`config.mk`:
```
export PLATFORM = sky130hd
export DESIGN_NAME = irq_aggregator
export DESIGN_NICKNAME = d
export VERILOG_FILES = /design/src/rtl/irq_agg_pkg.sv /design/src/rtl/irq_agg_bank.sv /design/src/rtl/irq_agg_cnt.sv /design/src/rtl/irq_agg_ctrl.sv /design/src/rtl/irq_agg_dpath.sv /design/src/rtl/irq_aggregator.sv
export SDC_FILE = /design/constraint.sdc
export NUM_CORES = 1
export LEC_CHECK = 0
export ABC_AREA = 1
export BUFFER_PORTS_ARGS = -buffer_cell sky130_fd_sc_hd__buf_4
export CAP_MARGIN = 20
export CORE_MARGIN = 10
export CORE_UTILIZATION = 35
export DETAILED_ROUTE_END_ITERATION = 10
export SYNTH_ARGS = -nofsm -noshare
export SYNTH_HDL_FRONTEND = slang
export SYNTH_HIERARCHICAL = 1
export SYNTH_SLANG_ARGS = --single-unit
```
`constraint.sdc`:
```
create_clock -name clk -period 2.4 [get_ports clk]
set_input_delay 0.48 -clock clk [delete_from_list [all_inputs] [get_ports clk]]
set_output_delay 0.48 -clock clk [all_outputs]
set_load 0.01 [all_outputs]
```
`src/rtl/irq_agg_pkg.sv`:
```
package irq_agg_pkg;

  localparam int REG_W = 32;

  // register word addresses
  localparam logic [3:0] A_LOC_STAT  = 4'd0;
  localparam logic [3:0] A_LOC_MASK  = 4'd1;
  localparam logic [3:0] A_HOST_STAT = 4'd2;
  localparam logic [3:0] A_HOST_MASK = 4'd3;
  localparam logic [3:0] A_LINK      = 4'd4;
  localparam logic [3:0] A_SBE_STAT  = 4'd5;
  localparam logic [3:0] A_SBE_MASK  = 4'd6;
  localparam logic [3:0] A_DBE_STAT  = 4'd7;
  localparam logic [3:0] A_DBE_MASK  = 4'd8;
  localparam logic [3:0] A_SBE_CNT   = 4'd9;
  localparam logic [3:0] A_DBE_CNT   = 4'd10;

  // implemented local status positions
  localparam logic [REG_W-1:0] LOC_IMPL = 32'hFF77_0300;

  localparam int LINK_W        = 3;
  localparam int LINK_MASK_LSB = 16;

  typedef struct packed {
    logic wrLocStat;
    logic wrLocMask;
    logic wrHostStat;
    logic wrHostMask;
    logic wrLink;
    logic wrSbeStat;
    logic wrSbeMask;
    logic wrDbeStat;
    logic wrDbeMask;
    logic clrSbeCnt;
    logic clrDbeCnt;
    logic [REG_W-1:0] wdata;
  } ctlStrobe_t;

  typedef struct packed {
    logic [REG_W-1:0] locStat;
    logic [REG_W-1:0] locMask;
    logic [REG_W-1:0] hostStat;
    logic [REG_W-1:0] hostMask;
    logic [REG_W-1:0] linkWord;
    logic [REG_W-1:0] sbeStat;
    logic [REG_W-1:0] sbeMask;
    logic [REG_W-1:0] dbeStat;
    logic [REG_W-1:0] dbeMask;
    logic [REG_W-1:0] sbeCnt;
    logic [REG_W-1:0] dbeCnt;
  } regView_t;

endpackage

```
`src/rtl/irq_agg_bank.sv`:
```
module irq_agg_bank #(
  parameter int          W           = 32,
  parameter logic [W-1:0] IMPL       = '1,
  parameter bit          ENABLE_HIGH = 1'b1,
  parameter logic [W-1:0] MASK_RST   = '0
) (
  input  logic         clk,
  input  logic         rstN,
  input  logic [W-1:0] evt,
  input  logic         wrStat,
  input  logic [W-1:0] clrBits,
  input  logic         wrMask,
  input  logic [W-1:0] maskIn,
  output logic [W-1:0] stat,
  output logic [W-1:0] mask,
  output logic         pend
);

  logic [W-1:0] keepBits;
  logic [W-1:0] enabled;

  assign keepBits = wrStat ? (stat & ~clrBits) : stat;

  always_ff @(posedge clk) begin
    if (!rstN) begin
      stat <= '0;
      mask <= MASK_RST & IMPL;
    end else begin
      stat <= (keepBits | evt) & IMPL;
      if (wrMask) mask <= maskIn & IMPL;
    end
  end

  generate
    if (ENABLE_HIGH) begin : g_en_high
      assign enabled = stat & mask;
    end else begin : g_sup_high
      assign enabled = stat & ~mask;
    end
  endgenerate

  assign pend = |enabled;

  a_r2_event_sets: assert property (@(posedge clk) disable iff (!rstN)
    (|(evt & IMPL)) |=> ((stat & $past(evt & IMPL)) == $past(evt & IMPL)));

  a_r4_w1c_clears: assert property (@(posedge clk) disable iff (!rstN)
    (wrStat && ((clrBits & evt) == '0)) |=> ((stat & $past(clrBits)) == '0));

  a_r10_event_wins: assert property (@(posedge clk) disable iff (!rstN)
    (wrStat && |(clrBits & evt & IMPL))
      |=> ((stat & $past(clrBits & evt & IMPL)) == $past(clrBits & evt & IMPL)));

endmodule

```
`src/rtl/irq_agg_cnt.sv`:
```
module irq_agg_cnt #(
  parameter int CNT_W = 16
) (
  input  logic             clk,
  input  logic             rstN,
  input  logic             hit,
  input  logic             clr,
  output logic [CNT_W-1:0] cnt
);

  localparam logic [CNT_W-1:0] CNT_MAX = '1;

  always_ff @(posedge clk) begin
    if (!rstN)                     cnt <= '0;
    else if (clr)                  cnt <= '0;
    else if (hit && cnt != CNT_MAX) cnt <= cnt + 1'b1;
  end

  a_r8_saturates: assert property (@(posedge clk) disable iff (!rstN)
    (cnt == CNT_MAX && !clr) |=> (cnt == CNT_MAX));

  a_r8_clear_zero: assert property (@(posedge clk) disable iff (!rstN)
    clr |=> (cnt == '0));

endmodule

```
`src/rtl/irq_agg_ctrl.sv`:
```
module irq_agg_ctrl
  import irq_agg_pkg::*;
#(
  parameter int ADDR_W = 4
) (
  input  logic              clk,
  input  logic              rstN,
  input  logic              regWe,
  input  logic [ADDR_W-1:0] regAddr,
  input  logic [REG_W-1:0]  regWdata,
  input  regView_t          view,
  output ctlStrobe_t        strobe,
  output logic [REG_W-1:0]  regRdata
);

  logic [3:0] addrLo;
  logic       addrHit;

  generate
    if (ADDR_W > 4) begin : g_wide
      assign addrHit = (regAddr[ADDR_W-1:4] == '0);
      assign addrLo  = regAddr[3:0];
    end else begin : g_narrow
      assign addrHit = 1'b1;
      assign addrLo  = 4'(regAddr);
    end
  endgenerate

  logic we;
  assign we = regWe && addrHit;

  always_comb begin
    strobe            = '0;
    strobe.wdata      = regWdata;
    strobe.wrLocStat  = we && addrLo == A_LOC_STAT;
    strobe.wrLocMask  = we && addrLo == A_LOC_MASK;
    strobe.wrHostStat = we && addrLo == A_HOST_STAT;
    strobe.wrHostMask = we && addrLo == A_HOST_MASK;
    strobe.wrLink     = we && addrLo == A_LINK;
    strobe.wrSbeStat  = we && addrLo == A_SBE_STAT;
    strobe.wrSbeMask  = we && addrLo == A_SBE_MASK;
    strobe.wrDbeStat  = we && addrLo == A_DBE_STAT;
    strobe.wrDbeMask  = we && addrLo == A_DBE_MASK;
    strobe.clrSbeCnt  = we && addrLo == A_SBE_CNT && regWdata == '0;
    strobe.clrDbeCnt  = we && addrLo == A_DBE_CNT && regWdata == '0;
  end

  always_comb begin
    regRdata = '0;
    if (addrHit) begin
      case (addrLo)
        A_LOC_STAT:  regRdata = view.locStat;
        A_LOC_MASK:  regRdata = view.locMask;
        A_HOST_STAT: regRdata = view.hostStat;
        A_HOST_MASK: regRdata = view.hostMask;
        A_LINK:      regRdata = view.linkWord;
        A_SBE_STAT:  regRdata = view.sbeStat;
        A_SBE_MASK:  regRdata = view.sbeMask;
        A_DBE_STAT:  regRdata = view.dbeStat;
        A_DBE_MASK:  regRdata = view.dbeMask;
        A_SBE_CNT:   regRdata = view.sbeCnt;
        A_DBE_CNT:   regRdata = view.dbeCnt;
        default:     regRdata = '0;
      endcase
    end
  end

  a_r11_single_target: assert property (@(posedge clk) disable iff (!rstN)
    $onehot0({strobe.wrLocStat, strobe.wrLocMask, strobe.wrHostStat, strobe.wrHostMask,
              strobe.wrLink, strobe.wrSbeStat, strobe.wrSbeMask, strobe.wrDbeStat,
              strobe.wrDbeMask, strobe.clrSbeCnt, strobe.clrDbeCnt}));

endmodule

```
`src/rtl/irq_agg_dpath.sv`:
```
module irq_agg_dpath
  import irq_agg_pkg::*;
#(
  parameter int RAM_W = 16,
  parameter int CNT_W = 16
) (
  input  logic              clk,
  input  logic              rstN,
  input  ctlStrobe_t        strobe,
  input  logic [REG_W-1:0]  locEvt,
  input  logic [REG_W-1:0]  hostEvt,
  input  logic [LINK_W-1:0] linkEvt,
  input  logic [RAM_W-1:0]  sbeEvt,
  input  logic [RAM_W-1:0]  dbeEvt,
  output regView_t          view,
  output logic              irq
);

  logic [REG_W-1:0]  locS, locM, hostS, hostM;
  logic [LINK_W-1:0] linkS, linkM;
  logic [RAM_W-1:0]  sbeS, sbeM, dbeS, dbeM;
  logic [CNT_W-1:0]  sbeC, dbeC;
  logic pLoc, pHost, pLink, pSbe, pDbe;

  irq_agg_bank #(.W(REG_W), .IMPL(LOC_IMPL), .ENABLE_HIGH(1'b1), .MASK_RST('0)) u_loc (
    .clk, .rstN, .evt(locEvt),
    .wrStat(strobe.wrLocStat), .clrBits(strobe.wdata),
    .wrMask(strobe.wrLocMask), .maskIn(strobe.wdata),
    .stat(locS), .mask(locM), .pend(pLoc));

  irq_agg_bank #(.W(REG_W), .IMPL('1), .ENABLE_HIGH(1'b1), .MASK_RST('0)) u_host (
    .clk, .rstN, .evt(hostEvt),
    .wrStat(strobe.wrHostStat), .clrBits(strobe.wdata),
    .wrMask(strobe.wrHostMask), .maskIn(strobe.wdata),
    .stat(hostS), .mask(hostM), .pend(pHost));

  irq_agg_bank #(.W(LINK_W), .IMPL('1), .ENABLE_HIGH(1'b0), .MASK_RST('1)) u_link (
    .clk, .rstN, .evt(linkEvt),
    .wrStat(strobe.wrLink), .clrBits(strobe.wdata[LINK_W-1:0]),
    .wrMask(strobe.wrLink), .maskIn(strobe.wdata[LINK_MASK_LSB +: LINK_W]),
    .stat(linkS), .mask(linkM), .pend(pLink));

  irq_agg_bank #(.W(RAM_W), .IMPL('1), .ENABLE_HIGH(1'b0), .MASK_RST('1)) u_sbe (
    .clk, .rstN, .evt(sbeEvt),
    .wrStat(strobe.wrSbeStat), .clrBits(strobe.wdata[RAM_W-1:0]),
    .wrMask(strobe.wrSbeMask), .maskIn(strobe.wdata[RAM_W-1:0]),
    .stat(sbeS), .mask(sbeM), .pend(pSbe));

  irq_agg_bank #(.W(RAM_W), .IMPL('1), .ENABLE_HIGH(1'b0), .MASK_RST('1)) u_dbe (
    .clk, .rstN, .evt(dbeEvt),
    .wrStat(strobe.wrDbeStat), .clrBits(strobe.wdata[RAM_W-1:0]),
    .wrMask(strobe.wrDbeMask), .maskIn(strobe.wdata[RAM_W-1:0]),
    .stat(dbeS), .mask(dbeM), .pend(pDbe));

  irq_agg_cnt #(.CNT_W(CNT_W)) u_sbeCnt (
    .clk, .rstN, .hit(|sbeEvt), .clr(strobe.clrSbeCnt), .cnt(sbeC));

  irq_agg_cnt #(.CNT_W(CNT_W)) u_dbeCnt (
    .clk, .rstN, .hit(|dbeEvt), .clr(strobe.clrDbeCnt), .cnt(dbeC));

  always_comb begin
    view          = '0;
    view.locStat  = locS;
    view.locMask  = locM;
    view.hostStat = hostS;
    view.hostMask = hostM;
    view.linkWord[LINK_W-1:0]                 = linkS;
    view.linkWord[LINK_MASK_LSB +: LINK_W]    = linkM;
    view.sbeStat[RAM_W-1:0] = sbeS;
    view.sbeMask[RAM_W-1:0] = sbeM;
    view.dbeStat[RAM_W-1:0] = dbeS;
    view.dbeMask[RAM_W-1:0] = dbeM;
    view.sbeCnt[CNT_W-1:0]  = sbeC;
    view.dbeCnt[CNT_W-1:0]  = dbeC;
  end

  assign irq = pLoc | pHost | pLink | pSbe | pDbe;

  a_r9_idle_quiet: assert property (@(posedge clk) disable iff (!rstN)
    (locS == '0 && hostS == '0 && linkS == '0 && sbeS == '0 && dbeS == '0) |-> !irq);

endmodule

```
`src/rtl/irq_aggregator.sv`:
```
module irq_aggregator
  import irq_agg_pkg::*;
#(
  parameter int ADDR_W = 4,
  parameter int RAM_W  = 16,
  parameter int CNT_W  = 16
) (
  input  logic              clk,
  input  logic              rstN,
  input  logic              regWe,
  input  logic [ADDR_W-1:0] regAddr,
  input  logic [31:0]       regWdata,
  output logic [31:0]       regRdata,
  input  logic [31:0]       locEvt,
  input  logic [31:0]       hostEvt,
  input  logic [2:0]        linkEvt,
  input  logic [RAM_W-1:0]  sbeEvt,
  input  logic [RAM_W-1:0]  dbeEvt,
  output logic              irq
);

  ctlStrobe_t strobe;
  regView_t   view;

  irq_agg_ctrl #(.ADDR_W(ADDR_W)) u_ctrl (
    .clk, .rstN, .regWe, .regAddr, .regWdata,
    .view, .strobe, .regRdata);

  irq_agg_dpath #(.RAM_W(RAM_W), .CNT_W(CNT_W)) u_dpath (
    .clk, .rstN, .strobe, .locEvt, .hostEvt, .linkEvt,
    .sbeEvt, .dbeEvt, .view, .irq);

endmodule

```
## After elaboration in Yosys (flattened, before gate mapping)

Cells that the tools add are included.

- Output and inout bits: 33
- Bits of input ports: 138
- Logic and storage cells: 85
- Bits in registers: 214

- Add/sub/neg operators: 2
- Reduce and logical (&&, ||, !) cells: 26
- Eq/ne operators: 12
- Multiplexer cells: 6
- Bitwise logic cells: 26

Operators by type and width:

| kind | number |
|---|---|
| one-hot mux 32 bit (11 select lines) | 1 |
| AND 32 bit | 4 |
| AND 16 bit | 4 |
| two-way mux 32 bit | 2 |
| bitwise OR 32 bit | 2 |
| OR reduction 16 bit | 4 |
| OR reduction 32 bit | 2 |
| inverter 16 bit | 3 |
| adder 16 x 1 -> 16 bit, second input constant | 2 |
| zero test 32 bit | 1 |
| two-way mux 16 bit | 2 |
| != test 16 bit, second input constant | 2 |
| inverter 32 bit | 1 |
| bitwise OR 16 bit | 2 |
| == test 4 x 3 -> 1 bit, second input constant | 4 |
| logical AND 1 bit | 15 |
| == test 4 bit, second input constant | 3 |
| == test 4 x 2 -> 1 bit, second input constant | 2 |
| AND 3 bit | 2 |
| inverter 3 bit | 2 |
| == test 4 x 1 -> 1 bit, second input constant | 1 |
| zero test 4 bit | 1 |
| bitwise OR 1 bit | 4 |
| OR reduction 2 bit | 2 |
| 4 further kinds | 4 |

## Logic depth before layout (Yosys ltp)

- Depth after elaboration: 6
- Gate-level depth with buffers: 13
- Depth with buffers taken out: 13

## Hierarchy

Netlist, hierarchy kept.

Modules (own cells, without submodules):

| module | times used | seq. area each (um2) | cells an instance | area each (um2) |
|---|---|---|---|---|
| irq_agg_ctrl | 1 | 0.0 | 818 | 3448.3 |
| irq_agg_bank at u_dpath.u_dbe ... | 2 | 640.6 | 172 | 1325.0 |
| irq_agg_bank at u_dpath.u_host | 1 | 1281.2 | 336 | 2461.1 |
| irq_agg_cnt | 2 | 320.3 | 153 | 910.9 |
| irq_agg_bank at u_dpath.u_loc | 1 | 640.6 | 204 | 1482.7 |
| irq_agg_dpath | 1 | 0.0 | 156 | 1044.8 |
| irq_agg_bank at u_dpath.u_link | 1 | 120.1 | 32 | 232.7 |

## Least setup slack after synthesis

No wires, ideal clock.

- Path kind: input -> output
- Start: in regAddr[3]
- End: out regRdata[27]
- Cell stages on the path: 7
- Arrival: 1.356 ns
- Buffers on the path: 2
- Path slack: 0.564 ns
- Data required time: 1.920 ns
- Cell sequence: nor2_1 buf_2 buf_2 nand3_1 nand2_1 nor2_1 nand3_1

- Longest elaborated chain between the ends: 2
- Elaborated cells on any way between the ends: 12
- Those cells by class: eq/ne (10); mux (1); reduce/logical (1)

RTL lines:

| item | line | RTL |
|---|---|---|
| start, declared | irq_aggregator.sv:11 | `input logic [ADDR_W-1:0] regAddr,` |
| == test 4 bit (tied with other cells) | irq_agg_ctrl.sv:51 | `case (addrLo)` |
| one-hot mux 32 bit (11 select lines) * | irq_agg_ctrl.sv:51 |  |
| end, declared | irq_aggregator.sv:13 | `output logic [31:0] regRdata,` |

Mark *: on every way between the ends. The rest lies on a longest branch, timed or not.

## Final worst setup path

- Start: in regAddr[3]
- End: out regRdata[31]

Same word-level chain as after synthesis.

==> results.md <==
- Status: complete, no violations
- Mean routed wirelength per cell: between 15 and 20 um
- Ant. Diodes: 0
- Synth Register Bits: 198
- Site row count: 70
- Via density: between 4 and 5
- Critical Path RT: 1.92 ns
- Die Y: 214 um
- Register area share after synthesis: 0.302
- Post-synth top area share: 0.302
- Ys Warns: 6
- Clock root cell: clkbuf_16
- CP Launch Type: input pin
- Arr. time, crit path: approximately 1.8 ns
- Detailed-route via count: 13.5k
- Final core area utilization: 0.405
- Core ar.: 36800 sq um
- Hold Path Stages: 3
- Worst R2R Setup Slack: 0.62 ns
- Detailed-placement wirelength estimate: 35.7 mm
- Worst Tran Pin Value: 0.785 ns
- Crit Path Category: in2out
- ANT nets after route: 0
- Leak: 7.42 nW
- CP Capture Type: output port
- First-pass DRT Iterations: 6
- Post-CTS Hold Fix Bufs: 0
- Vias in the first global route: 12.9k
- Mapped cell area: 13100 sq um
- Post-placement worst setup slack: 0.0682 ns
- Synth unique cells: 26
- PwrDens: 531 nW/um^2
- Max-slew violation total from the final report: 0
- Placement Cell Area: about 14000 sq um
- Post-Route WL: 46.7 mm
- Worst IR drop on VDD: around 0.49 mV
- Final period util: 0.967
- Worst-Skew Late Latency: 0.44 ns
- Initial core utilization: 0.357
- F_max: 431 MHz
- R2R Path Start: u_dpath/u_dbeCnt/cnt[1]$_SDFFE_PP0P_
- Number of max-cap violations: 0
- CTS Buffer Depth: 2
- # H-tree levels: 4
- Area grow syn2layout: 13.3%
- Final Hold Fails: 0
- Post-route cell area: roughly 15000 sq um
- Crit-path max cell delay: between 0.2 and 0.25 ns
- Final Setup Violations: 0
- Die width: 214 um
- CTS Sinks: 198
- Final setup TNS: 0 ns
- Worst Reg-to-Reg Cells: 7
- Clock-pin slew on the worst setup and hold paths: 0.08 ns
- First-pass GRT wire length: 71.2 mm
- RD Place Congestion: slightly above 0.9
- Iteration-0 DRC Markers: roughly 1.2k
- Port Buffers: 154
- Initial antenna violation count: 0
- Share of cells above drive strength 1: 0.144
- Crit path cell chain: buf_4 > inv_2 > nand2_1 > nor2_4 > inv_2 > buf_12 > nor2_1 > nor2_1 > nand3_1 > buf_4
- Unrepaired setup endpoints after global routing: false
- Residual DRC: 0
- Num CTS Buffers: 17
- Fin Clk Skew: 0.00440 ns
- Die area: roughly 46000 sq um
- CP startpoint: regAddr[3]
- Setup crit end: regRdata[31]
- Total gr overflow: 0
- Leading area contributor after synthesis: dfxtp_1
- Mapped Cells: roughly 2.2k
- Crit path max-delay cell type: inv_2
- Hold WC Path Type: in2reg
- Largest net degree at the start of global routing: 38
- Synth Area per Inst: between 5 and 6 sq um
- Min Tclk post-route: 2.32 ns
- CP max FO: 7
- Slew headroom: 0.476
- Total GRT Usage: 0.202
- Nets: 2458
- R2R Path End: u_dpath/u_dbeCnt/cnt[13]$_SDFFE_PP0P_
- CTS tree: yes
- IO Pins: 171
- Setup slack after layout: just under 0.08 ns
- Synth area leaders: dfxtp_1 (30%), nand2_1 (19%), nor2_1 (13%)
-- per-stage QoR --
| step | instances | power (mW) | hold slack, ns |
|---|---|---|---|
| floorplan | 2348 | 4.39 | 0.444 |
| global placement | 2764 | 4.79 | 0.460 |
| detailed placement | 2764 | 4.81 | 0.472 |
| CTS | 2796 | 7.94 | 0.220 |
| global route | 2799 | 8.21 | 0.228 |
| finish | 2799 | 7.91 | 0.233 |
-- synth_stat cells, drive strengths merged --
cell	n
ha	2
dfxtp	198
nand2	691
conb	2
a21oi	142
o21ai	91
nor3	9
nor2	465
inv	134
nand3	176
nand3b	4
buf	253
clkinv	2
clkbuf	15
nand4	11
o211ai	1
-- report_power, final --
group / switching, mW / total, mW / internal, mW
combinational: 0.721 / 1.19 / 0.470
sequential: 0.138 / 3.56 / 3.42
clock: 1.35 / 3.15 / 1.81
total: 2.20 / 7.91 / 5.70
-- cells by family after synthesis --
family          after synthesis  share of synthesized area
compound gates              234                     0.0967
fa+ha+maj                     2                    0.00190
simple gates               1356                      0.415
buf+inv                     404                      0.184
other cells                   2                   0.000571
flops                       198                      0.302
-- worst min path at each step --
| stage | endpoint | start | slack (ns) |
|---|---|---|---|
| floorplan | u_dpath/u_link/mask[1]$_SDFFE_PN1P_ | u_dpath/u_link/mask[1]$_SDFFE_PN1P_ | 0.44 |
| global route | u_dpath/u_host/stat[7]$_SDFF_PN0_ | hostEvt[7] | 0.23 |
| detailed placement | u_dpath/u_dbe/mask[11]$_SDFFE_PN1P_ | u_dpath/u_dbe/mask[11]$_SDFFE_PN1P_ | 0.47 |
| global placement | u_dpath/u_sbe/mask[5]$_SDFFE_PN1P_ | u_dpath/u_sbe/mask[5]$_SDFFE_PN1P_ | 0.46 |
| CTS | u_dpath/u_host/stat[11]$_SDFF_PN0_ | hostEvt[11] | 0.22 |
| finish | u_dpath/u_host/stat[19]$_SDFF_PN0_ | hostEvt[19] | 0.23 |
-- critical path: cells and delay by family --
family | cells | cell delay (ns)
simple gates | 5 | 0.61
buf+inv | 5 | 0.75
-- registers in the layout, indices dropped and copies added, names as in the netlist --
signal / count
u_dpath/u_dbe/mask: 16
u_dpath/u_dbe/stat: 16
u_dpath/u_dbeCnt/cnt: 16
u_dpath/u_host/mask: 32
u_dpath/u_host/stat: 32
u_dpath/u_link/mask: 3
u_dpath/u_link/stat: 3
u_dpath/u_loc/mask: 16
u_dpath/u_loc/stat: 16
u_dpath/u_sbe/mask: 16
u_dpath/u_sbe/stat: 16
u_dpath/u_sbeCnt/cnt: 16
-- layer usage --
layer  wire, um  part of all wire  track usage
met1      20300              0.44        0.263
met3       3500             0.075       0.0359
met5          0                 0            0
met4       1210             0.026       0.0709
met2      21600              0.46        0.330
-- cell type report --
type / instances / area (sq um)
Clock buffer: 21 / 460
Clock inverter: 11 / 171
Fill cell: 3987 / 21900
Inverter: 136 / 514
Multi-Input combinational cell: 1746 / 7390
Sequential cell: 198 / 3960
Tap cell: 468 / 586
Timing Repair Buffer: 219 / 1810
-- cell usage in the layout (no fill, tap or decap), types with 3 or more instances in the layout --
cell type,instances
o21ai_1,5
nand2_2,25
clkinvlp_4,3
inv_2,11
nand2_1,666
nor2_4,3
nor2_2,14
nor3_2,6
clkbuf_16,17
buf_12,13
bufinv_16,4
nand3_1,176
nor2_1,448
nor3_1,3
inv_1,122
conb_1,154
o21ai_0,86
a21oi_1,116
nand4_1,11
a21oi_2,26
buf_4,206
nand3b_1,4
dfxtp_1,198
-- timing repair --
item / in CTS / in global routing
gates resized for setup: 1 / 2
pin swaps: 0 / 1
cloned: 0 / 0
setup endpoints to repair: 1 / 8
setup buffers: 0 / 3
Note: power is estimated with default switching activity, not from simulation.
